`config.mk`:
```
export PLATFORM = sky130hd
export DESIGN_NAME = ssi_rd_master
export DESIGN_NICKNAME = d
export VERILOG_FILES = /design/src/rtl/ssi_rd_pkg.sv /design/src/rtl/ssi_rd_clkgen.sv /design/src/rtl/ssi_rd_sampler.sv /design/src/rtl/ssi_rd_capture.sv /design/src/rtl/ssi_rd_master.sv
export SDC_FILE = /design/constraint.sdc
export NUM_CORES = 1
export LEC_CHECK = 0
export BUFFER_PORTS_ARGS = -buffer_cell sky130_fd_sc_hd__buf_2
export CORE_MARGIN = 1
export CORE_UTILIZATION = 35
export CTS_CLUSTER_DIAMETER = 50
export DETAILED_ROUTE_END_ITERATION = 6
export PLACE_DENSITY = 0.49
export SYNTH_ARGS = -nofsm -noshare
export SYNTH_HDL_FRONTEND = slang
export SYNTH_HIERARCHICAL = 1
export SYNTH_SLANG_ARGS = --single-unit
```
`constraint.sdc`:
```
create_clock -name clk -period 2.7 [get_ports clk]
set_input_delay 0.27 -clock clk [delete_from_list [all_inputs] [get_ports clk]]
set_output_delay 0.27 -clock clk [all_outputs]
set_load 0.01 [all_outputs]
```
`src/rtl/ssi_rd_pkg.sv`:
```
package ssi_rd_pkg;
  typedef enum logic [1:0] {
    ST_IDLE  = 2'd0,
    ST_BURST = 2'd1,
    ST_GAP   = 2'd2
  } ssi_state_e;
endpackage

```
`src/rtl/ssi_rd_clkgen.sv`:
```
module ssi_rd_clkgen #(
  parameter int WORD_W = 12,
  parameter int DIV_W  = 8
) (
  input  logic             clk,
  input  logic             rst,
  input  logic             load,
  input  logic             run,
  input  logic [DIV_W-1:0] half,
  output logic             sclk,
  output logic             rise,
  output logic             last_edge
);
  localparam int PC_W = $clog2(WORD_W + 2);

  logic [DIV_W-1:0] ph;
  logic [PC_W-1:0]  pc;
  logic             half_end;

  assign half_end  = (ph == half - DIV_W'(1));
  // the rising edge about to be made is the final one of the burst
  assign last_edge = run && half_end && !sclk && (pc == PC_W'(WORD_W));

  always_ff @(posedge clk) begin
    if (rst) begin
      sclk <= 1'b1;
      rise <= 1'b0;
      ph   <= '0;
      pc   <= '0;
    end else if (load) begin
      sclk <= 1'b0;
      rise <= 1'b0;
      ph   <= '0;
      pc   <= '0;
    end else if (run) begin
      if (half_end) begin
        ph   <= '0;
        sclk <= ~sclk;
        rise <= ~sclk;
        if (!sclk) pc <= pc + PC_W'(1);
      end else begin
        ph   <= ph + DIV_W'(1);
        rise <= 1'b0;
      end
    end else begin
      sclk <= 1'b1;
      rise <= 1'b0;
    end
  end
endmodule

```
`src/rtl/ssi_rd_sampler.sv`:
```
module ssi_rd_sampler #(
  parameter int DLY_W = 6
) (
  input  logic             clk,
  input  logic             rst,
  input  logic             clear,
  input  logic             rise,
  input  logic [DLY_W-1:0] dly,
  output logic             fire
);
  logic [DLY_W-1:0] cnt;

  assign fire = (rise && (dly == '0)) || (!rise && (cnt == DLY_W'(1)));

  always_ff @(posedge clk) begin
    if (rst || clear)      cnt <= '0;
    else if (rise)         cnt <= dly;
    else if (cnt != '0)    cnt <= cnt - DLY_W'(1);
  end
endmodule

```
`src/rtl/ssi_rd_capture.sv`:
```
module ssi_rd_capture #(
  parameter int WORD_W = 12
) (
  input  logic              clk,
  input  logic              rst,
  input  logic              clear,
  input  logic              fire,
  input  logic              din,
  output logic [WORD_W-1:0] data,
  output logic              tail_bad
);
  localparam int IDX_W = $clog2(WORD_W + 2);

  logic [IDX_W-1:0] idx;

  always_ff @(posedge clk) begin
    if (rst || clear) begin
      idx      <= '0;
      data     <= '0;
      tail_bad <= 1'b0;
    end else if (fire) begin
      if (idx < IDX_W'(WORD_W)) begin
        data <= {data[WORD_W-2:0], din};
        idx  <= idx + IDX_W'(1);
      end else if (idx == IDX_W'(WORD_W)) begin
        tail_bad <= din;
        idx      <= idx + IDX_W'(1);
      end
    end
  end
endmodule

```
`src/rtl/ssi_rd_master.sv`:
```
module ssi_rd_master
  import ssi_rd_pkg::*;
#(
  parameter int WORD_W   = 12,
  parameter int DIV_W    = 8,
  parameter int DLY_W    = 6,
  parameter bit LINE_CHK = 1'b1
) (
  input  logic              clk,
  input  logic              rst,
  input  logic              start,
  input  logic [DIV_W-1:0]  half_cfg,
  input  logic [DLY_W-1:0]  dly_cfg,
  input  logic              ssi_din,
  output logic              ssi_clk,
  output logic              busy,
  output logic              done,
  output logic [WORD_W-1:0] word,
  output logic              line_err
);
  localparam int GAP_W = DIV_W + 2;

  ssi_state_e        st;
  logic [DIV_W-1:0]  h_q;
  logic [DLY_W-1:0]  d_q;
  logic [GAP_W-1:0]  gcnt;
  logic [DIV_W-1:0]  half_eff;
  logic              accept, run, rise, last_edge, fire, tail_bad, gap_last, line_bad;
  logic [WORD_W-1:0] data;

  assign half_eff = (half_cfg == '0) ? DIV_W'(1) : half_cfg;
  assign accept   = (st == ST_IDLE) && start;
  assign run      = (st == ST_BURST);
  assign gap_last = (gcnt == ({h_q, 2'b00} - GAP_W'(1)));

  generate
    if (LINE_CHK) begin : g_line_chk
      assign line_bad = tail_bad | ~ssi_din;
    end else begin : g_no_line_chk
      assign line_bad = 1'b0;
    end
  endgenerate

  ssi_rd_clkgen #(.WORD_W(WORD_W), .DIV_W(DIV_W)) u_clkgen (
    .clk(clk), .rst(rst), .load(accept), .run(run), .half(h_q),
    .sclk(ssi_clk), .rise(rise), .last_edge(last_edge)
  );

  ssi_rd_sampler #(.DLY_W(DLY_W)) u_sampler (
    .clk(clk), .rst(rst), .clear(accept), .rise(rise), .dly(d_q), .fire(fire)
  );

  ssi_rd_capture #(.WORD_W(WORD_W)) u_capture (
    .clk(clk), .rst(rst), .clear(accept), .fire(fire), .din(ssi_din),
    .data(data), .tail_bad(tail_bad)
  );

  always_ff @(posedge clk) begin
    if (rst) begin
      st       <= ST_IDLE;
      h_q      <= DIV_W'(1);
      d_q      <= '0;
      gcnt     <= '0;
      busy     <= 1'b0;
      done     <= 1'b0;
      word     <= '0;
      line_err <= 1'b0;
    end else begin
      done <= 1'b0;
      unique case (st)
        ST_IDLE: begin
          if (start) begin
            st   <= ST_BURST;
            h_q  <= half_eff;
            d_q  <= dly_cfg;
            busy <= 1'b1;
          end
        end
        ST_BURST: begin
          if (last_edge) begin
            st   <= ST_GAP;
            gcnt <= '0;
          end
        end
        ST_GAP: begin
          if (gap_last) begin
            st       <= ST_IDLE;
            busy     <= 1'b0;
            done     <= 1'b1;
            word     <= data;
            line_err <= line_bad;
          end else begin
            gcnt <= gcnt + GAP_W'(1);
          end
        end
        default: st <= ST_IDLE;
      endcase
    end
  end
endmodule

```
==> Yosys cells after proc, flatten, opt, wreduce, memory -nomap -nowiden <==
Index checks and enable logic that the tools add are counted.
{ "totals": {"mem_bits_rw": 0, "romBits": 0, "elab_cells": 93, "regBits": 78, "latchBits": 0, "memories": 0, "out_inout_bits": 16, "inputBits": 18} }
{ "op_classes": {"order_cmp": 1, "bitwise": 7, "n_mux": 20, "shifts": 0, "reduce_logical": 30, "div_mod_pow": 0, "n_eq_ne": 12, "mul": 0, "addsub": 7} }
{ "op_table": {"columns": ["operator", "n"], "rows": [
  ["$mux 10", 2],
  ["$pmux 10 s2", 1],
  ["$mux 8", 2],
  ["$reduce_and 3->1", 5],
  ["$mux 6", 2],
  ["$add 10x1->10 const B", 1],
  ["$eq 10x10->1", 1],
  ["$sub 10x1->10 const B", 1],
  ["$add 4x1->4 const B", 2],
  ["$add 8x1->8 const B", 1],
  ["$eq 4x4->1 const B", 2],
  ["$eq 8x8->1", 1],
  ["$logic_not 8->1", 1],
  ["$mux 4", 2],
  ["$ne 2x2->1 const B", 4],
  ["$reduce_and 2->1", 4],
  ["$reduce_bool 2->1", 4],
  ["$sub 8x1->8 const B", 1],
  ["$eq 6x1->1 const B", 1],
  ["$logic_and 1x1->1", 6],
  ["$logic_not 6->1", 1],
  ["$mux 1", 6],
  ["$mux 2", 3],
  ["$not 1->1", 6],
  ["14 further kinds", 17]
]} }

==> Longest topological paths before layout <==
Gate-level depths: netlist (run 1).
{ "logic_depth": {"word_depth": 7, "mapped_depth": 14, "depth_no_buf": 11} }

==> Cells and area by module <==
The synthesis (run 1) kept the hierarchy.
{ "modules_own_cells": {"columns": ["mod", "instances", "area_each_um2", "cells_per_inst", "seq_area_each_um2"], "rows": [
  ["ssi_rd_master", 1, 1861.8, 213, 820.8],
  ["ssi_rd_clkgen", 1, 1074.8, 122, 280.3],
  ["ssi_rd_capture", 1, 699.4, 86, 340.3],
  ["ssi_rd_sampler", 1, 402.9, 49, 120.1]
]} }

==> Worst setup path after synthesis (run 1) <==
No wires, ideal clock.
{ "synth_timing": {"path_kind": "flip-flop to flip-flop", "start": "reg h_q[0]", "end": "reg gcnt[6]", "t_required_ns": 2.630, "path_buffers": 2, "stages_incl_launch_ff": 14, "slack_ns": -0.061, "period_less_slack_ns": 2.761, "setup_ns": 0.070, "arrival_time_ns": 2.691, "path_cell_list": "dfxtp_1 > inv_1 > ha_1 > buf_2 > xor2_1 > nor2_1 > a21oi_1 > a2111oi_4 > and2_1 > buf_6 > and3_1 > a22oi_1 > or4_1 > a21oi_1"} }
{ "synth_via": {"elab_chain_len": 7, "word_cells_on_any_way": 10, "classes_between": "add/sub (2); eq/ne (4); reduce/logical (4)"} }
{ "synth_rtl": {"columns": ["item", "line", "text"], "rows": [
  ["start, declared", "ssi_rd_master.sv:24", "logic [DIV_W-1:0] h_q;"],
  ["start signal, assigned", "ssi_rd_master.sv:74", "h_q <= half_eff;"],
  ["$sub 8x1->8", "ssi_rd_clkgen.sv:20", "assign half_end = (ph == half - DIV_W'(1));"],
  ["$eq 8x8->1", "ssi_rd_clkgen.sv:20", null],
  ["$logic_and 1x1->1 (3 in a row)", "ssi_rd_clkgen.sv:22", "assign last_edge = run && half_end && !sclk && (pc == PC_W'(WORD_W));"],
  ["via last_edge", "ssi_rd_master.sv:28", "logic accept, run, rise, last_edge, fire, tail_bad, gap_last, line_bad;"],
  ["$ne 2x2->1 (no source line)", null, null],
  ["$reduce_and 3->1 (no source line)", null, null],
  ["end signal, assigned", "ssi_rd_master.sv:93", "gcnt <= gcnt + GAP_W'(1);"],
  ["end, declared", "ssi_rd_master.sv:26", "logic [GAP_W-1:0] gcnt;"]
]} }
The timed path passes the listed nets, and every way through them passes these cells.
A chain may end at the register's enable or synchronous reset.

==> Final worst setup path (run 1) <==
{ "layout_timing": {"start": "reg h_q[0]", "end": "reg gcnt[8]"} }
{ "layout_via": {"elab_chain_len": 7, "word_cells_on_any_way": 10, "classes_between": "add/sub (2); eq/ne (4); reduce/logical (4)"} }
{ "layout_rtl": {"columns": ["item", "line"], "rows": [
  ["$sub 8x1->8", "ssi_rd_clkgen.sv:20"],
  ["$eq 8x8->1", "ssi_rd_clkgen.sv:20"],
  ["$logic_and 1x1->1 (3 in a row)", "ssi_rd_clkgen.sv:22"],
  ["$ne 2x2->1 (no source line)", null],
  ["$reduce_and 3->1 (no source line) (*)", null]
]} }
Mark *: on every way between the ends. The rest lies on a longest branch, timed or not.

==> flow_summary.html, run 1 <==
<table>
<tr><th>Metric</th><th>Value</th></tr>
<tr><th colspan="2">Clock tree</th></tr>
<tr><td>Maximum level of the CTS H-tree</td><td>3</td></tr>
<tr><td>Clock-pin transition on the worst setup and hold timing paths</td><td>70 ps</td></tr>
<tr><td>Hold buffer count at CTS</td><td>0</td></tr>
<tr><td>CTS tree</td><td>yes</td></tr>
<tr><td>Clock buffer depth</td><td>2</td></tr>
<tr><td>Post-CTS Setup Bufs</td><td>0</td></tr>
<tr><td>Clock insertion delay at the later pin of the skew report</td><td>340 ps</td></tr>
<tr><td>Clock sink count</td><td>78</td></tr>
<tr><td>Root cell of the clock tree</td><td>sky130_fd_sc_hd__clkbuf_16</td></tr>
<tr><td>Post-cts repair resize count</td><td>0</td></tr>
<tr><td>Num CTS Buffers</td><td>9</td></tr>
<tr><th colspan="2">Final layout</th></tr>
<tr><td>Number of nets in the finished design</td><td>539</td></tr>
<tr><td>Fraction of final layout cells with drive strength greater than 1</td><td>19.96%</td></tr>
<tr><td>Fillers</td><td>1139</td></tr>
<tr><td># diodes</td><td>0</td></tr>
<tr><td>Most common cell after layout, fill and taps aside</td><td>sky130_fd_sc_hd__nand2_1</td></tr>
<tr><td>Most used cells in the layout excluding fill and tap cells</td><td>sky130_fd_sc_hd__nand2_1, sky130_fd_sc_hd__dfxtp_1, sky130_fd_sc_hd__a21oi_1</td></tr>
<tr><td>Layout Area Growth over Synthesis</td><td>16.85%</td></tr>
<tr><td>Final Core Density</td><td>42.79%</td></tr>
<tr><th colspan="2">Timing</th></tr>
<tr><td>Period utilisation layout</td><td>94.15%</td></tr>
<tr><td>Number of setup violations in the final report</td><td>0</td></tr>
<tr><td>Number of hold violations in the final report</td><td>0</td></tr>
<tr><td>Slew headroom</td><td>49.76%</td></tr>
<tr><td>Worst hold slack</td><td>175.1 ps</td></tr>
<tr><td>Worst clock skew</td><td>11.79 ps</td></tr>
<tr><td>Final Max Slew Viols</td><td>0</td></tr>
<tr><td>Min Clock Period, post-route</td><td>2542 ps</td></tr>
<tr><td>Worst Tran Pin Value</td><td>752.7 ps</td></tr>
<tr><td>Worst path setup slack after routing</td><td>157.8 ps</td></tr>
<tr><td>Peak clock frequency supported by timing</td><td>0.3934 GHz</td></tr>
<tr><td>RSZ-0062 raised after global routing</td><td>false</td></tr>
<tr><td>Final setup TNS</td><td>0 ps</td></tr>
<tr><th colspan="2">Worst setup path</th></tr>
<tr><td>Arrival time worst endpoint</td><td>2810 ps</td></tr>
<tr><td>Setup crit end kind</td><td>register</td></tr>
<tr><td>Largest fanout on the critical path</td><td>10</td></tr>
<tr><td>Critical Setup Path Class</td><td>register to register</td></tr>
<tr><td>Kind of start point of the critical path</td><td>register</td></tr>
<tr><td>Required @ worst endpoint</td><td>2970 ps</td></tr>
<tr><th colspan="2">Placed design</th></tr>
<tr><td>Final HPWL from detailed placement</td><td>6396 um</td></tr>
<tr><td>Post-Place Worst Slack</td><td>79.76 ps</td></tr>
<tr><td>GPL Wtd Cong</td><td>0.7658</td></tr>
<tr><td>Port bufs</td><td>33</td></tr>
<tr><th colspan="2">Global routing</th></tr>
<tr><td>GRT overflow</td><td>0</td></tr>
<tr><td>Maximum number of pins on one net before global-route repair</td><td>22</td></tr>
<tr><td>Total GRT Usage</td><td>16.40%</td></tr>
<tr><td>Via count of the first global-routing pass</td><td>3169</td></tr>
<tr><td>Antenna violations before repair</td><td>0</td></tr>
<tr><td>Global-route wire length before repair</td><td>15300 um</td></tr>
<tr><th colspan="2">Logic synthesis</th></tr>
<tr><td>Cell count after synthesis</td><td>470</td></tr>
<tr><td>Synthesized cell area</td><td>0.004039 sq mm</td></tr>
<tr><td>Share of flip-flops with an asynchronous set or reset</td><td>0%</td></tr>
<tr><td>Number of enable flip-flop cells after synthesis</td><td>0</td></tr>
<tr><td>Portion of the post-synthesis area used by sequential elements</td><td>38.66%</td></tr>
<tr><td>Synthesized net count</td><td>498</td></tr>
<tr><td>Most used DFF post-synth</td><td>sky130_fd_sc_hd__dfxtp_1</td></tr>
<tr><td>Synthesized flop and latch total</td><td>78</td></tr>
<tr><td>Mean cell area of the mapped netlist</td><td>8.593 sq um</td></tr>
<tr><td>Count of yosys warnings during synthesis</td><td>6</td></tr>
<tr><td>Count of distinct cell types in the synthesized netlist</td><td>70</td></tr>
<tr><th colspan="2">Route</th></tr>
<tr><td>Number of design rule violations left after detail routing</td><td>0</td></tr>
<tr><td>Number of nets still failing antenna checks after routing</td><td>0</td></tr>
<tr><td>Post-detailed-routing wire length</td><td>8915 um</td></tr>
<tr><td>TritonRoute pass-1 iters</td><td>4</td></tr>
<tr><td>Initial DRC Count</td><td>155</td></tr>
<tr><td>Average vias per placed instance</td><td>5.142</td></tr>
<tr><td>Number of vias in the routed layout</td><td>3373</td></tr>
<tr><td>Avg WL per Cell</td><td>13.59 um</td></tr>
<tr><th colspan="2">Die</th></tr>
<tr><td>Die width</td><td>109.4 um</td></tr>
<tr><td>Num ports</td><td>34</td></tr>
<tr><td>Number of core rows</td><td>38</td></tr>
<tr><td>Die area</td><td>0.01197 sq mm</td></tr>
<tr><td>Area of the placeable core</td><td>0.01103 sq mm</td></tr>
<tr><td>Initial cell density of the core</td><td>36.62%</td></tr>
<tr><td>Vertical die dimension</td><td>109.4 um</td></tr>
<tr><th colspan="2">Power</th></tr>
<tr><td>Maximum vdd ir drop</td><td>0.0002793 V</td></tr>
<tr><td>Power density over the cells</td><td>673.3 mW/mm^2</td></tr>
<tr><td>Clk pwr share</td><td>38.1%</td></tr>
<tr><td>Internal power contribution</td><td>2.161 mW</td></tr>
<tr><td>Proportion of power drawn by flip-flops and latches</td><td>40.9%</td></tr>
<tr><td>Share of power burned in combinational logic</td><td>21.1%</td></tr>
<tr><td>Reported net switching power</td><td>1.017 mW</td></tr>
<tr><td>Pwr Total</td><td>3.178 mW</td></tr>
<tr><td>Fraction of power spent switching nets</td><td>31.99%</td></tr>
<tr><td>Static leakage</td><td>1.919 nW</td></tr>
<tr><th colspan="2">Run</th></tr>
<tr><td>Maximum capacitance violations</td><td>0</td></tr>
<tr><th colspan="2">Outcome</th></tr>
<tr><td>Result of the run</td><td>finished, final reports clean</td></tr>
<tr><th colspan="2">Min path</th></tr>
<tr><td>Worst min-delay path class</td><td>input pin to register</td></tr>
</table>
final timing paths:
check	from	endpoint	slack, ps	cells after the start
max	h_q[0]	gcnt[8]	160	10
min	dly_cfg[5]	d_q[5]	180	3
max reg2reg	h_q[0]	gcnt[8]	160	10
min reg2reg	line_err	line_err	460	2
cells by family after synthesis:
kind of cell / synth area share [%]
and+or+nand+nor: 25.37
AOI/OAI and AO/OA: 16.98
DFF: 38.66
buffers and inverters: 5.669
xor gates and xnor gates: 6.506
muxes: 3.717
adders and majority gates: 3.098
metrics by stage:
step / cells / area [sq um]
2_1_floorplan: 470 / 4040
3_3_place_gp: 640 / 4387
3_5_place_dp: 640 / 4387
4_1_cts: 656 / 4686
5_1_grt: 656 / 4720
6_report: 656 / 4720
flip-flops by register name, indices dropped and copies added, names as in the netlist, 2 cells and up:
signal          cells
d_q                 6
gcnt               10
h_q                 8
st                  2
u_capture/data     12
u_capture/idx       4
u_clkgen/pc         4
u_clkgen/ph         8
u_sampler/cnt       6
word               12
cell usage after synthesis, drive strengths merged (3+ instances only):
master   instances  area, sq um
nand2           79        299.0
dfxtp           78         1562
a21oi           49        245.2
nor2            39        146.4
xor2            19        166.4
buf             16        122.6
inv             16        60.06
mux2i           15        150.1
xnor2           11        96.34
ha              10        125.1
nand3           10        55.05
a211oi           9        72.57
and3             9        56.30
o21ai            9        45.04
nand4            8        50.05
nor3             8        45.04
clkbuf           7        31.28
nor2b            7        43.79
nor4             7        103.9
or3              6        37.54
a31o             4        35.04
a31oi            4        25.02
a2111oi          3        70.06
and2             3        18.77
o21bai           3        22.52
or2              3        18.77
or3b             3        26.28
per-layer routing:
layer | vias up | track usage [%] | routed length, um
li1 | 1731 | - | -
met5 | - | 0 | 0
met1 | 1597 | 21.16 | 4402
met3 | 2 | 3.497 | 254
met2 | 43 | 27.00 | 4214
met4 | 0 | 5.714 | 44
power groups by stage:
stage          Sequential, mW  Combinational, mW  Clock (mW)
2_1_floorplan            1.31              0.524           0
5_1_grt                  1.31              0.744        1.32
3_5_place_dp             1.32              0.659           0
6_report                 1.30              0.669        1.21
4_1_cts                  1.30              0.664        1.26
3_3_place_gp             1.32              0.654           0
critical path: stages, from the launching register on:
cell                        delay [ps]
sky130_fd_sc_hd__dfxtp_2           340
sky130_fd_sc_hd__buf_4             150
sky130_fd_sc_hd__or4_4             510
sky130_fd_sc_hd__o221ai_1          200
sky130_fd_sc_hd__nand3_1           120
sky130_fd_sc_hd__o2111ai_2         220
sky130_fd_sc_hd__buf_4             180
sky130_fd_sc_hd__a22oi_1            80
sky130_fd_sc_hd__buf_4             200
sky130_fd_sc_hd__or3_1             340
sky130_fd_sc_hd__a21oi_1           140
area by class of cell:
cell class	count	area [sq um]	share of cell area [%]
clock buffers	9	225.2	4.772
inverters	17	65.06	1.379
clock inverters	7	73.82	1.564
repair buffers	54	335.3	7.105
multi-input cells	351	2278	48.28
well taps	140	175.2	3.712
flip-flops and latches	78	1567	33.19
(Power assumes the default switching activity.)
==> run 2: changes to the inputs <==
Settings changed: ABC_AREA set to 1.
==> run 2 against run 1 <==
The run now ends with DRC left; fmax increased by 10%; combinational power increased by 37%; total power increased by 8.1%; die area increased by 5.4%; sequential power increased by 5%; wire length increased by 13%; largest cell class unchanged.
==> flow_summary.html, run 2 <==
<table>
<tr><th>Metric</th><th>Value</th></tr>
<tr><th colspan="2">Timing</th></tr>
<tr><td>Final setup TNS</td><td>0 ps (unchanged)</td></tr>
<tr><td>Worst clock skew</td><td>7.795 ps (-3.999 ps)</td></tr>
<tr><td>Number of setup violations in the final report</td><td>0 (unchanged)</td></tr>
<tr><td>Slew headroom</td><td>52.26% (+2.5 points)</td></tr>
<tr><td>Number of hold violations in the final report</td><td>0 (unchanged)</td></tr>
<tr><td>RSZ-0062 raised after global routing</td><td>false</td></tr>
<tr><td>Peak clock frequency supported by timing</td><td>0.4332 GHz (+10%)</td></tr>
<tr><td>Worst Tran Pin Value</td><td>716.2 ps (-36.57 ps)</td></tr>
<tr><td>Final Max Slew Viols</td><td>0 (unchanged)</td></tr>
<tr><td>Min Clock Period, post-route</td><td>2309 ps (-233.7 ps)</td></tr>
<tr><td>Worst hold slack</td><td>181.2 ps (+6.018 ps)</td></tr>
<tr><td>Period utilisation layout</td><td>85.50% (-8.7 points)</td></tr>
<tr><th colspan="2">Placed design</th></tr>
<tr><td>Port bufs</td><td>33 (unchanged)</td></tr>
<tr><td>Final HPWL from detailed placement</td><td>7538 um (+18%)</td></tr>
<tr><td>Cell Area, Placed</td><td>0.004544 sq mm (+3.6%)</td></tr>
<tr><td>Cell total after placement</td><td>787 (+23%)</td></tr>
<tr><td>GPL Wtd Cong</td><td>0.8488 (+11%)</td></tr>
<tr><th colspan="2">Run</th></tr>
<tr><td>Maximum capacitance violations</td><td>0 (unchanged)</td></tr>
<tr><th colspan="2">Logic synthesis</th></tr>
<tr><td>Synthesized flop and latch total</td><td>78 (unchanged)</td></tr>
<tr><td>Most used DFF post-synth</td><td>sky130_fd_sc_hd__dfxtp_1</td></tr>
<tr><td>Portion of the post-synthesis area used by sequential elements</td><td>36.64% (-2.0 points)</td></tr>
<tr><td>Top cell type by total area after synthesis</td><td>sky130_fd_sc_hd__dfxtp_1</td></tr>
<tr><td>Area share of the largest cell type after synthesis</td><td>36.64% (-2.0 points)</td></tr>
<tr><td>Count of distinct cell types in the synthesized netlist</td><td>38 (-46%)</td></tr>
<tr><td>Synthesized cell area</td><td>0.004262 sq mm (+5.5%)</td></tr>
<tr><td>Cell count after synthesis</td><td>622 (+32%)</td></tr>
<tr><td>Number of enable flip-flop cells after synthesis</td><td>0 (unchanged)</td></tr>
<tr><td>Share of flip-flops with an asynchronous set or reset</td><td>0% (unchanged)</td></tr>
<tr><td>Count of yosys warnings during synthesis</td><td>6 (unchanged)</td></tr>
<tr><td>Mean cell area of the mapped netlist</td><td>6.851 sq um (-20%)</td></tr>
<tr><td>Cells taking the most area after synthesis</td><td>sky130_fd_sc_hd__dfxtp_1, sky130_fd_sc_hd__nand2_1, sky130_fd_sc_hd__nor2_1</td></tr>
<tr><td>Most numerous cell types in the synthesized netlist</td><td>sky130_fd_sc_hd__nand2_1, sky130_fd_sc_hd__nor2_1, sky130_fd_sc_hd__dfxtp_1</td></tr>
<tr><td>Synthesized net count</td><td>650 (+31%)</td></tr>
<tr><td>Leading cell type by number of instances after synthesis</td><td>sky130_fd_sc_hd__nand2_1</td></tr>
<tr><th colspan="2">Power</th></tr>
<tr><td>Clk pwr share</td><td>33.5% (-4.6 points)</td></tr>
<tr><td>Internal power contribution</td><td>2.205 mW (+2.0%)</td></tr>
<tr><td>Share of power burned in combinational logic</td><td>26.7% (+5.6 points)</td></tr>
<tr><td>Power density over the cells</td><td>711.6 mW/mm^2 (+5.7%)</td></tr>
<tr><td>Proportion of power drawn by flip-flops and latches</td><td>39.7% (-1.2 points)</td></tr>
<tr><td>Maximum vdd ir drop</td><td>0.0006339 V (+130%)</td></tr>
<tr><td>Fraction of power spent switching nets</td><td>35.85% (+3.9 points)</td></tr>
<tr><td>Static leakage</td><td>2.079 nW (+8.3%)</td></tr>
<tr><td>Reported net switching power</td><td>1.232 mW (+21%)</td></tr>
<tr><th colspan="2">Route</th></tr>
<tr><td>Initial DRC Count</td><td>192 (+24%)</td></tr>
<tr><td>TritonRoute pass-1 iters</td><td>7 (+3)</td></tr>
<tr><td>Avg WL per Cell</td><td>12.49 um (-8.1%)</td></tr>
<tr><td>Average vias per placed instance</td><td>4.862 (-5.4%)</td></tr>
<tr><td>Number of design rule violations left after detail routing</td><td>3 (+3)</td></tr>
<tr><td>Post-detailed-routing wire length</td><td>10030 um (+13%)</td></tr>
<tr><td>Number of nets still failing antenna checks after routing</td><td>0 (unchanged)</td></tr>
<tr><td>Number of vias in the routed layout</td><td>3904 (+16%)</td></tr>
<tr><th colspan="2">Worst setup path</th></tr>
<tr><td>Kind of start point of the critical path</td><td>register</td></tr>
<tr><td>Critical Setup Path Class</td><td>register to register</td></tr>
<tr><td>Crit Reg-Reg Endpoint</td><td>gcnt[1]</td></tr>
<tr><td>Required @ worst endpoint</td><td>2970 ps (about the same)</td></tr>
<tr><td>R2R depth</td><td>15 (+5)</td></tr>
<tr><td>Largest fanout on the critical path</td><td>9 (-1)</td></tr>
<tr><td>Arrival time worst endpoint</td><td>2580 ps (-230 ps)</td></tr>
<tr><td>Setup crit end kind</td><td>register</td></tr>
<tr><td>Crit path largest cell delay</td><td>390 ps (-120 ps)</td></tr>
<tr><td>Start point of the critical path</td><td>h_q[0]</td></tr>
<tr><td>Slowest-stage cell, CP</td><td>sky130_fd_sc_hd__dfxtp_1</td></tr>
<tr><td>Setup slack of the most critical reg-to-reg path</td><td>390 ps (+230 ps)</td></tr>
<tr><td>Library cell appearing most often on the critical path</td><td>sky130_fd_sc_hd__nand2_1</td></tr>
<tr><td>Reg2reg start</td><td>h_q[0]</td></tr>
<tr><td>Crit path cell chain</td><td>inv_2 -&gt; ha_1 -&gt; nand2_1 -&gt; inv_1 -&gt; nand2_2 -&gt; nand2_1 -&gt; nand2_1 -&gt; nand2_1 -&gt; nor2_2 -&gt; nand4_4 -&gt; nor2_2 -&gt; nand2_1 -&gt; nand2_2 -&gt; nand2_1 -&gt; o21ai_0</td></tr>
<tr><th colspan="2">Die</th></tr>
<tr><td>Num ports</td><td>34 (unchanged)</td></tr>
<tr><td>Number of core rows</td><td>39 (+2.6%)</td></tr>
<tr><td>Vertical die dimension</td><td>112.3 um (+2.7%)</td></tr>
<tr><td>Initial cell density of the core</td><td>36.54% (-0.074 points)</td></tr>
<tr><td>Die width</td><td>112.3 um (+2.7%)</td></tr>
<tr><td>Area of the placeable core</td><td>0.01166 sq mm (+5.7%)</td></tr>
<tr><td>Die area</td><td>0.01262 sq mm (+5.4%)</td></tr>
<tr><th colspan="2">Global routing</th></tr>
<tr><td>Total GRT Usage</td><td>17.02% (+0.63 points)</td></tr>
<tr><td>Maximum number of pins on one net before global-route repair</td><td>31 (+41%)</td></tr>
<tr><td>Via count of the first global-routing pass</td><td>3586 (+13%)</td></tr>
<tr><td>GRT overflow</td><td>0 (unchanged)</td></tr>
<tr><td>Antenna violations before repair</td><td>0 (unchanged)</td></tr>
<tr><td>Global-route wire length before repair</td><td>17060 um (+12%)</td></tr>
<tr><th colspan="2">Final layout</th></tr>
<tr><td>Layout Area Growth over Synthesis</td><td>13.33%</td></tr>
<tr><td>Top Registers</td><td>u_capture/data x12, word x12, gcnt x10</td></tr>
<tr><td>Most common cell after layout, fill and taps aside</td><td>sky130_fd_sc_hd__nand2_1</td></tr>
<tr><td># diodes</td><td>0 (unchanged)</td></tr>
<tr><td>Most used cells in the layout excluding fill and tap cells</td><td>sky130_fd_sc_hd__nand2_1, sky130_fd_sc_hd__nor2_1, sky130_fd_sc_hd__dfxtp_1</td></tr>
<tr><td>Fraction of final layout cells with drive strength greater than 1</td><td>19.55% (-0.42 points)</td></tr>
<tr><td>Number of nets in the finished design</td><td>683 (+27%)</td></tr>
<tr><td>Final Core Density</td><td>41.41% (-1.4 points)</td></tr>
<tr><td>Layout Cells excl Fill</td><td>803 (+22%)</td></tr>
<tr><td>Finished layout cell area</td><td>0.004830 sq mm (+2.3%)</td></tr>
<tr><th colspan="2">Min path</th></tr>
<tr><td>Number of cells traversed by the worst hold path</td><td>3 (unchanged)</td></tr>
<tr><td>Worst min-delay path class</td><td>input pin to register</td></tr>
<tr><td>Start point of the worst min-delay path</td><td>dly_cfg[0]</td></tr>
<tr><td>Endpoint, Worst Hold</td><td>d_q[0]</td></tr>
<tr><th colspan="2">Clock tree</th></tr>
<tr><td>Num CTS Buffers</td><td>9 (unchanged)</td></tr>
<tr><td>Clock buffer depth</td><td>2 (unchanged)</td></tr>
<tr><td>Maximum level of the CTS H-tree</td><td>3 (unchanged)</td></tr>
<tr><td>Post-CTS Setup Bufs</td><td>0 (unchanged)</td></tr>
<tr><td>Root cell of the clock tree</td><td>sky130_fd_sc_hd__clkbuf_16</td></tr>
<tr><td>Clock insertion delay at the later pin of the skew report</td><td>340 ps (about the same)</td></tr>
<tr><td>Clock sink count</td><td>78 (unchanged)</td></tr>
<tr><td>Clock-pin transition on the worst setup and hold timing paths</td><td>60 ps (about the same)</td></tr>
<tr><td>CTS tree</td><td>yes</td></tr>
<tr><th colspan="2">Outcome</th></tr>
<tr><td>Failing checks</td><td>DRC</td></tr>
<tr><td>Result of the run</td><td>complete, but fails checks</td></tr>
</table>
-- run 2: cell count changes in the layout (fill, tap and decap cells not counted), sizes merged, moves of 6 or more --
cell and change:
nand2 +83, nor2 +72, inv +49, nand3 +46
o21ai +26, buf -16, mux2i -15, xor2 -10
a211oi -9, and3 -9, nor2b -7, xnor2 -7
a21oi -6, or3 -6
-- run 2: worst max path at each step --
stage / end / slack (ps) / cells after the start
6_report: gcnt[1] / 390 / 15
5_1_grt: gcnt[1] / 30 / 16
4_1_cts: gcnt[1] / 340 / 16
3_3_place_gp: gcnt[4] / 410 / 15
3_5_place_dp: gcnt[7] / 350 / 16
2_1_floorplan: gcnt[2] / 480 / 16
-- run 2: what timing repair did --
| action | 4_1_cts | 5_1_grt |
|---|---|---|
| endpoints found under the setup margin | 0 | 1 |
| endpoints found under the hold margin | 0 | 0 |
| resized for setup | 0 | 2 |
| hold buffers | 0 | 0 |
-- run 2: cells by family (layout without fill, tap and decap cells) --
| kind of cell | count (synthesis) | after routing | synth area share (%) |
|---|---|---|---|
| buffers and inverters | 86 | 124 | 8.514 |
| AO/OA/AOI/OAI | 83 | 83 | 10.95 |
| XOR/XNOR | 13 | 13 | 2.672 |
| adder cells (fa/ha/maj) | 10 | 10 | 2.936 |
| flip-flops | 78 | 78 | 36.64 |
| AND/OR/NAND/NOR | 352 | 352 | 38.29 |
-- run 2: cell type report --
type | instances | area [sq um]
repair buffers | 38 | 202.7
well taps | 143 | 178.9
fillers | 1209 | 6833
multi-input cells | 458 | 2340
clock inverters | 7 | 56.30
flip-flops and latches | 78 | 1563
clock buffers | 9 | 225.2
inverters | 70 | 264.0
-- run 2: worst max-delay path, delay by kind of cell, from the launching register on --
family	cells	cell delay (ps)
compound gates	1	160
fa+ha+maj	1	260
buf+inv	2	160
flops	1	390
simple gates	11	1270
-- run 2: routing by layer --
layer,up-vias,track usage [%],part of all wire (%)
met5,-,0,0
met4,0,8.178,1.4
met3,8,3.240,2.9
met2,55,26.87,45
met1,1784,22.40,51
li1,2057,-,-
-- run 2: metrics by stage --
| step | power (mW) | worst slack [ps] |
|---|---|---|
| floorplan | 2.129 | 479.6 |
| global placement | 2.283 | 408.1 |
| detailed placement | 2.301 | 353.0 |
| CTS | 3.474 | 337.6 |
| global route | 3.679 | 34.49 |
| finish | 3.437 | 391.5 |
-- run 2: power groups by stage --
stage / registers, mW / clock network (mW) / logic, mW
after floorplan: 1.37 / 0 / 0.763
after global placement: 1.39 / 0 / 0.891
after detailed placement: 1.39 / 0 / 0.909
after CTS: 1.37 / 1.19 / 0.919
after global routing: 1.38 / 1.25 / 1.05
final: 1.37 / 1.15 / 0.918
==> run 3: changes to the inputs <==
Settings changed: CORE_UTILIZATION 35 to 45, PLACE_DENSITY 0.49 to 0.61.
==> run 3 against run 2 <==
The run now ends clean; clock skew is 9.5 ps higher; die area decreased by 22%; wire length is 6.3% lower; first-iteration DRC count fell by 26%; via count decreased by 0.82%; largest power group unchanged.
==> flow_summary.html, run 3 (synthesis gave the netlist of run 2 again) <==
<table>
<tr><th>Metric</th><th>Value</th></tr>
<tr><th colspan="2">Final layout</th></tr>
<tr><td>Number of nets in the finished design</td><td>682 (-0.15%)</td></tr>
<tr><td>Fraction of final layout cells with drive strength greater than 1</td><td>19.27% (-0.27 points)</td></tr>
<tr><td># diodes</td><td>0 (unchanged)</td></tr>
<tr><td>Most used cells in the layout excluding fill and tap cells</td><td>sky130_fd_sc_hd__nand2_1, sky130_fd_sc_hd__nor2_1, sky130_fd_sc_hd__dfxtp_1</td></tr>
<tr><td>Most common cell after layout, fill and taps aside</td><td>sky130_fd_sc_hd__nand2_1</td></tr>
<tr><td>Top Registers</td><td>u_capture/data x12, word x12, gcnt x10</td></tr>
<tr><td>Finished layout cell area</td><td>0.004701 sq mm (-2.7%)</td></tr>
<tr><td>Layout Area Growth over Synthesis</td><td>10.31%</td></tr>
<tr><th colspan="2">Placed design</th></tr>
<tr><td>Cell Area, Placed</td><td>0.004497 sq mm (-1.0%)</td></tr>
<tr><td>GPL Wtd Cong</td><td>0.8817 (+3.9%)</td></tr>
<tr><td>Final HPWL from detailed placement</td><td>7023 um (-6.8%)</td></tr>
<tr><td>Port bufs</td><td>33 (unchanged)</td></tr>
<tr><th colspan="2">Timing</th></tr>
<tr><td>Min Clock Period, post-route</td><td>2383 ps (+74.28 ps)</td></tr>
<tr><td>Slew headroom</td><td>53.79% (+1.5 points)</td></tr>
<tr><td>Worst Tran Pin Value</td><td>693.2 ps (-23.01 ps)</td></tr>
<tr><td>Number of hold violations in the final report</td><td>0 (unchanged)</td></tr>
<tr><td>Number of setup violations in the final report</td><td>0 (unchanged)</td></tr>
<tr><td>Period utilisation layout</td><td>88.25% (+2.8 points)</td></tr>
<tr><td>Final setup TNS</td><td>0 ps (unchanged)</td></tr>
<tr><td>RSZ-0062 raised after global routing</td><td>false</td></tr>
<tr><td>Worst clock skew</td><td>17.32 ps (+9.524 ps)</td></tr>
<tr><td>Peak clock frequency supported by timing</td><td>0.4197 GHz (-3.1%)</td></tr>
<tr><td>Final Max Slew Viols</td><td>0 (unchanged)</td></tr>
<tr><th colspan="2">Worst setup path</th></tr>
<tr><td>Setup slack of the most critical reg-to-reg path</td><td>320 ps (-70 ps)</td></tr>
<tr><td>Arrival time worst endpoint</td><td>2660 ps (+80 ps)</td></tr>
<tr><td>Setup crit end kind</td><td>register</td></tr>
<tr><td>Crit path largest cell delay</td><td>400 ps (about the same)</td></tr>
<tr><td>Slowest-stage cell, CP</td><td>sky130_fd_sc_hd__dfxtp_2</td></tr>
<tr><td>Kind of start point of the critical path</td><td>register</td></tr>
<tr><td>Largest fanout on the critical path</td><td>9 (unchanged)</td></tr>
<tr><td>Library cell appearing most often on the critical path</td><td>sky130_fd_sc_hd__nand2_1</td></tr>
<tr><td>Bufs and invs on worst path</td><td>2 (unchanged)</td></tr>
<tr><td>Required @ worst endpoint</td><td>2980 ps (about the same)</td></tr>
<tr><td>Critical Setup Path Class</td><td>register to register</td></tr>
<tr><td>Top cell family by delay on the critical path</td><td>simple AND/OR/NAND/NOR gates</td></tr>
<tr><td>Crit path cell chain</td><td>inv_2 -&gt; ha_1 -&gt; inv_1 -&gt; nand2_1 -&gt; nand2_1 -&gt; nor2_2 -&gt; nand2_1 -&gt; nor2_1 -&gt; nand3_1 -&gt; nor2_4 -&gt; nand4_4 -&gt; nor2_1 -&gt; nand2_1 -&gt; nand2_2 -&gt; nand2_1 -&gt; o21ai_0</td></tr>
<tr><th colspan="2">Die</th></tr>
<tr><td>Number of core rows</td><td>35 (-10%)</td></tr>
<tr><td>Initial cell density of the core</td><td>46.34% (+9.8 points)</td></tr>
<tr><td>Area of the placeable core</td><td>0.009196 sq mm (-21%)</td></tr>
<tr><td>Die area</td><td>0.009863 sq mm (-22%)</td></tr>
<tr><td>Die width</td><td>99.32 um (-12%)</td></tr>
<tr><td>Num ports</td><td>34 (unchanged)</td></tr>
<tr><td>Vertical die dimension</td><td>99.32 um (-12%)</td></tr>
<tr><th colspan="2">Power</th></tr>
<tr><td>Power density over the cells</td><td>674.2 mW/mm^2 (-5.3%)</td></tr>
<tr><td>Maximum vdd ir drop</td><td>0.0005613 V (-11%)</td></tr>
<tr><td>Static leakage</td><td>2.042 nW (-1.8%)</td></tr>
<tr><th colspan="2">Route</th></tr>
<tr><td>Average vias per placed instance</td><td>5.029 (+3.4%)</td></tr>
<tr><td>Post-detailed-routing wire length</td><td>9397 um (-6.3%)</td></tr>
<tr><td>Avg WL per Cell</td><td>12.20 um (-2.3%)</td></tr>
<tr><td>Initial DRC Count</td><td>143 (-26%)</td></tr>
<tr><td>TritonRoute pass-1 iters</td><td>4 (-3)</td></tr>
<tr><td>Number of nets still failing antenna checks after routing</td><td>0 (unchanged)</td></tr>
<tr><td>Number of vias in the routed layout</td><td>3872 (-0.82%)</td></tr>
<tr><td>Number of design rule violations left after detail routing</td><td>0 (-3)</td></tr>
<tr><th colspan="2">Global routing</th></tr>
<tr><td>Met3 Track Usage GR</td><td>3.443% (+0.20 points)</td></tr>
<tr><td>Via count of the first global-routing pass</td><td>3515 (-2.0%)</td></tr>
<tr><td>Global-route wire length before repair</td><td>16060 um (-5.9%)</td></tr>
<tr><td>Met2 GRT Util</td><td>35.15% (+8.3 points)</td></tr>
<tr><td>GRT overflow</td><td>0 (unchanged)</td></tr>
<tr><td>GR Layer Usage met1</td><td>25.70% (+3.3 points)</td></tr>
<tr><td>Total GRT Usage</td><td>20.41% (+3.4 points)</td></tr>
<tr><td>Antenna violations before repair</td><td>0 (unchanged)</td></tr>
<tr><td>Maximum number of pins on one net before global-route repair</td><td>31 (unchanged)</td></tr>
<tr><td>Layer with the highest usage</td><td>met2</td></tr>
<tr><th colspan="2">Clock tree</th></tr>
<tr><td>Maximum level of the CTS H-tree</td><td>3 (unchanged)</td></tr>
<tr><td>CTS tree</td><td>yes</td></tr>
<tr><td>Clock sink count</td><td>78 (unchanged)</td></tr>
<tr><td>Clock insertion delay at the later pin of the skew report</td><td>350 ps (about the same)</td></tr>
<tr><td>Num CTS Buffers</td><td>9 (unchanged)</td></tr>
<tr><td>Clock-pin transition on the worst setup and hold timing paths</td><td>90 ps (+30 ps)</td></tr>
<tr><td>Root cell of the clock tree</td><td>sky130_fd_sc_hd__clkbuf_8</td></tr>
<tr><td>Hold buffer count at CTS</td><td>0 (unchanged)</td></tr>
<tr><td>Clock buffer depth</td><td>2 (unchanged)</td></tr>
<tr><td>Post-CTS Setup Bufs</td><td>0 (unchanged)</td></tr>
<tr><th colspan="2">Min path</th></tr>
<tr><td>Worst min-delay path class</td><td>input pin to register</td></tr>
<tr><th colspan="2">Outcome</th></tr>
<tr><td>Result of the run</td><td>finished, final reports clean</td></tr>
<tr><th colspan="2">Run</th></tr>
<tr><td>Maximum capacitance violations</td><td>0 (unchanged)</td></tr>
</table>
run 3: timing repair:
action,4_1_cts,5_1_grt
hold endpoints to repair,0,0
resized for setup,0,1
setup endpoints to repair,0,1
run 3: final cells by class:
cell class                 instances  area (sq um)
fill                             934          4496
multi-input combinational        458          2337
sequential                        78          1563
inverter                          70         264.0
timing repair buffer              37         195.2
tap                              111         138.9
clock buffer                       9         123.9
clock inverter                     7         78.83
run 3: through the flow:
stage / hold slack [ps] / util [%] / worst slack (ps) / total power, mW / instances
after CTS: 157.1 / 51.10 / 215.3 / 3.198 / 770
after global routing: 186.3 / 51.12 / 49.35 / 3.398 / 770
after global placement: 452.7 / 48.90 / 333.2 / 2.266 / 754
after floorplan: 392.0 / - / 479.6 / 2.129 / 622
final: 168.5 / 51.12 / 317.2 / 3.169 / 770
after detailed placement: 454.7 / 48.90 / 226.8 / 2.281 / 754
run 3: final timing paths:
kind / start / cells past startpoint / end
hold / removal: dly_cfg[3] / 3 / d_q[3]
hold reg to reg: u_capture/data[11] / 2 / word[11]
setup reg to reg: h_q[0] / 16 / gcnt[1]
setup / recovery: h_q[0] / 16 / gcnt[1]
run 3: power breakdown:
part | switching [mW] | internal (mW)
Clock | 0.468 | 0.441
Sequential | 0.110 | 1.26
Combinational | 0.582 | 0.311
run 3: worst min-delay path, delay by kind of cell:
family,cells,cell delay [ps]
buffers and inverters,1,70
and+or+nand+nor,1,70
AOI/OAI and AO/OA,1,70
run 3: layer usage:
| metal | routed length [um] | part of all wire (%) |
|---|---|---|
| met3 | 270 | 2.9 |
| met5 | 0 | 0 |
| met2 | 4472 | 48 |
| met1 | 4547 | 48 |
| met4 | 107 | 1.1 |
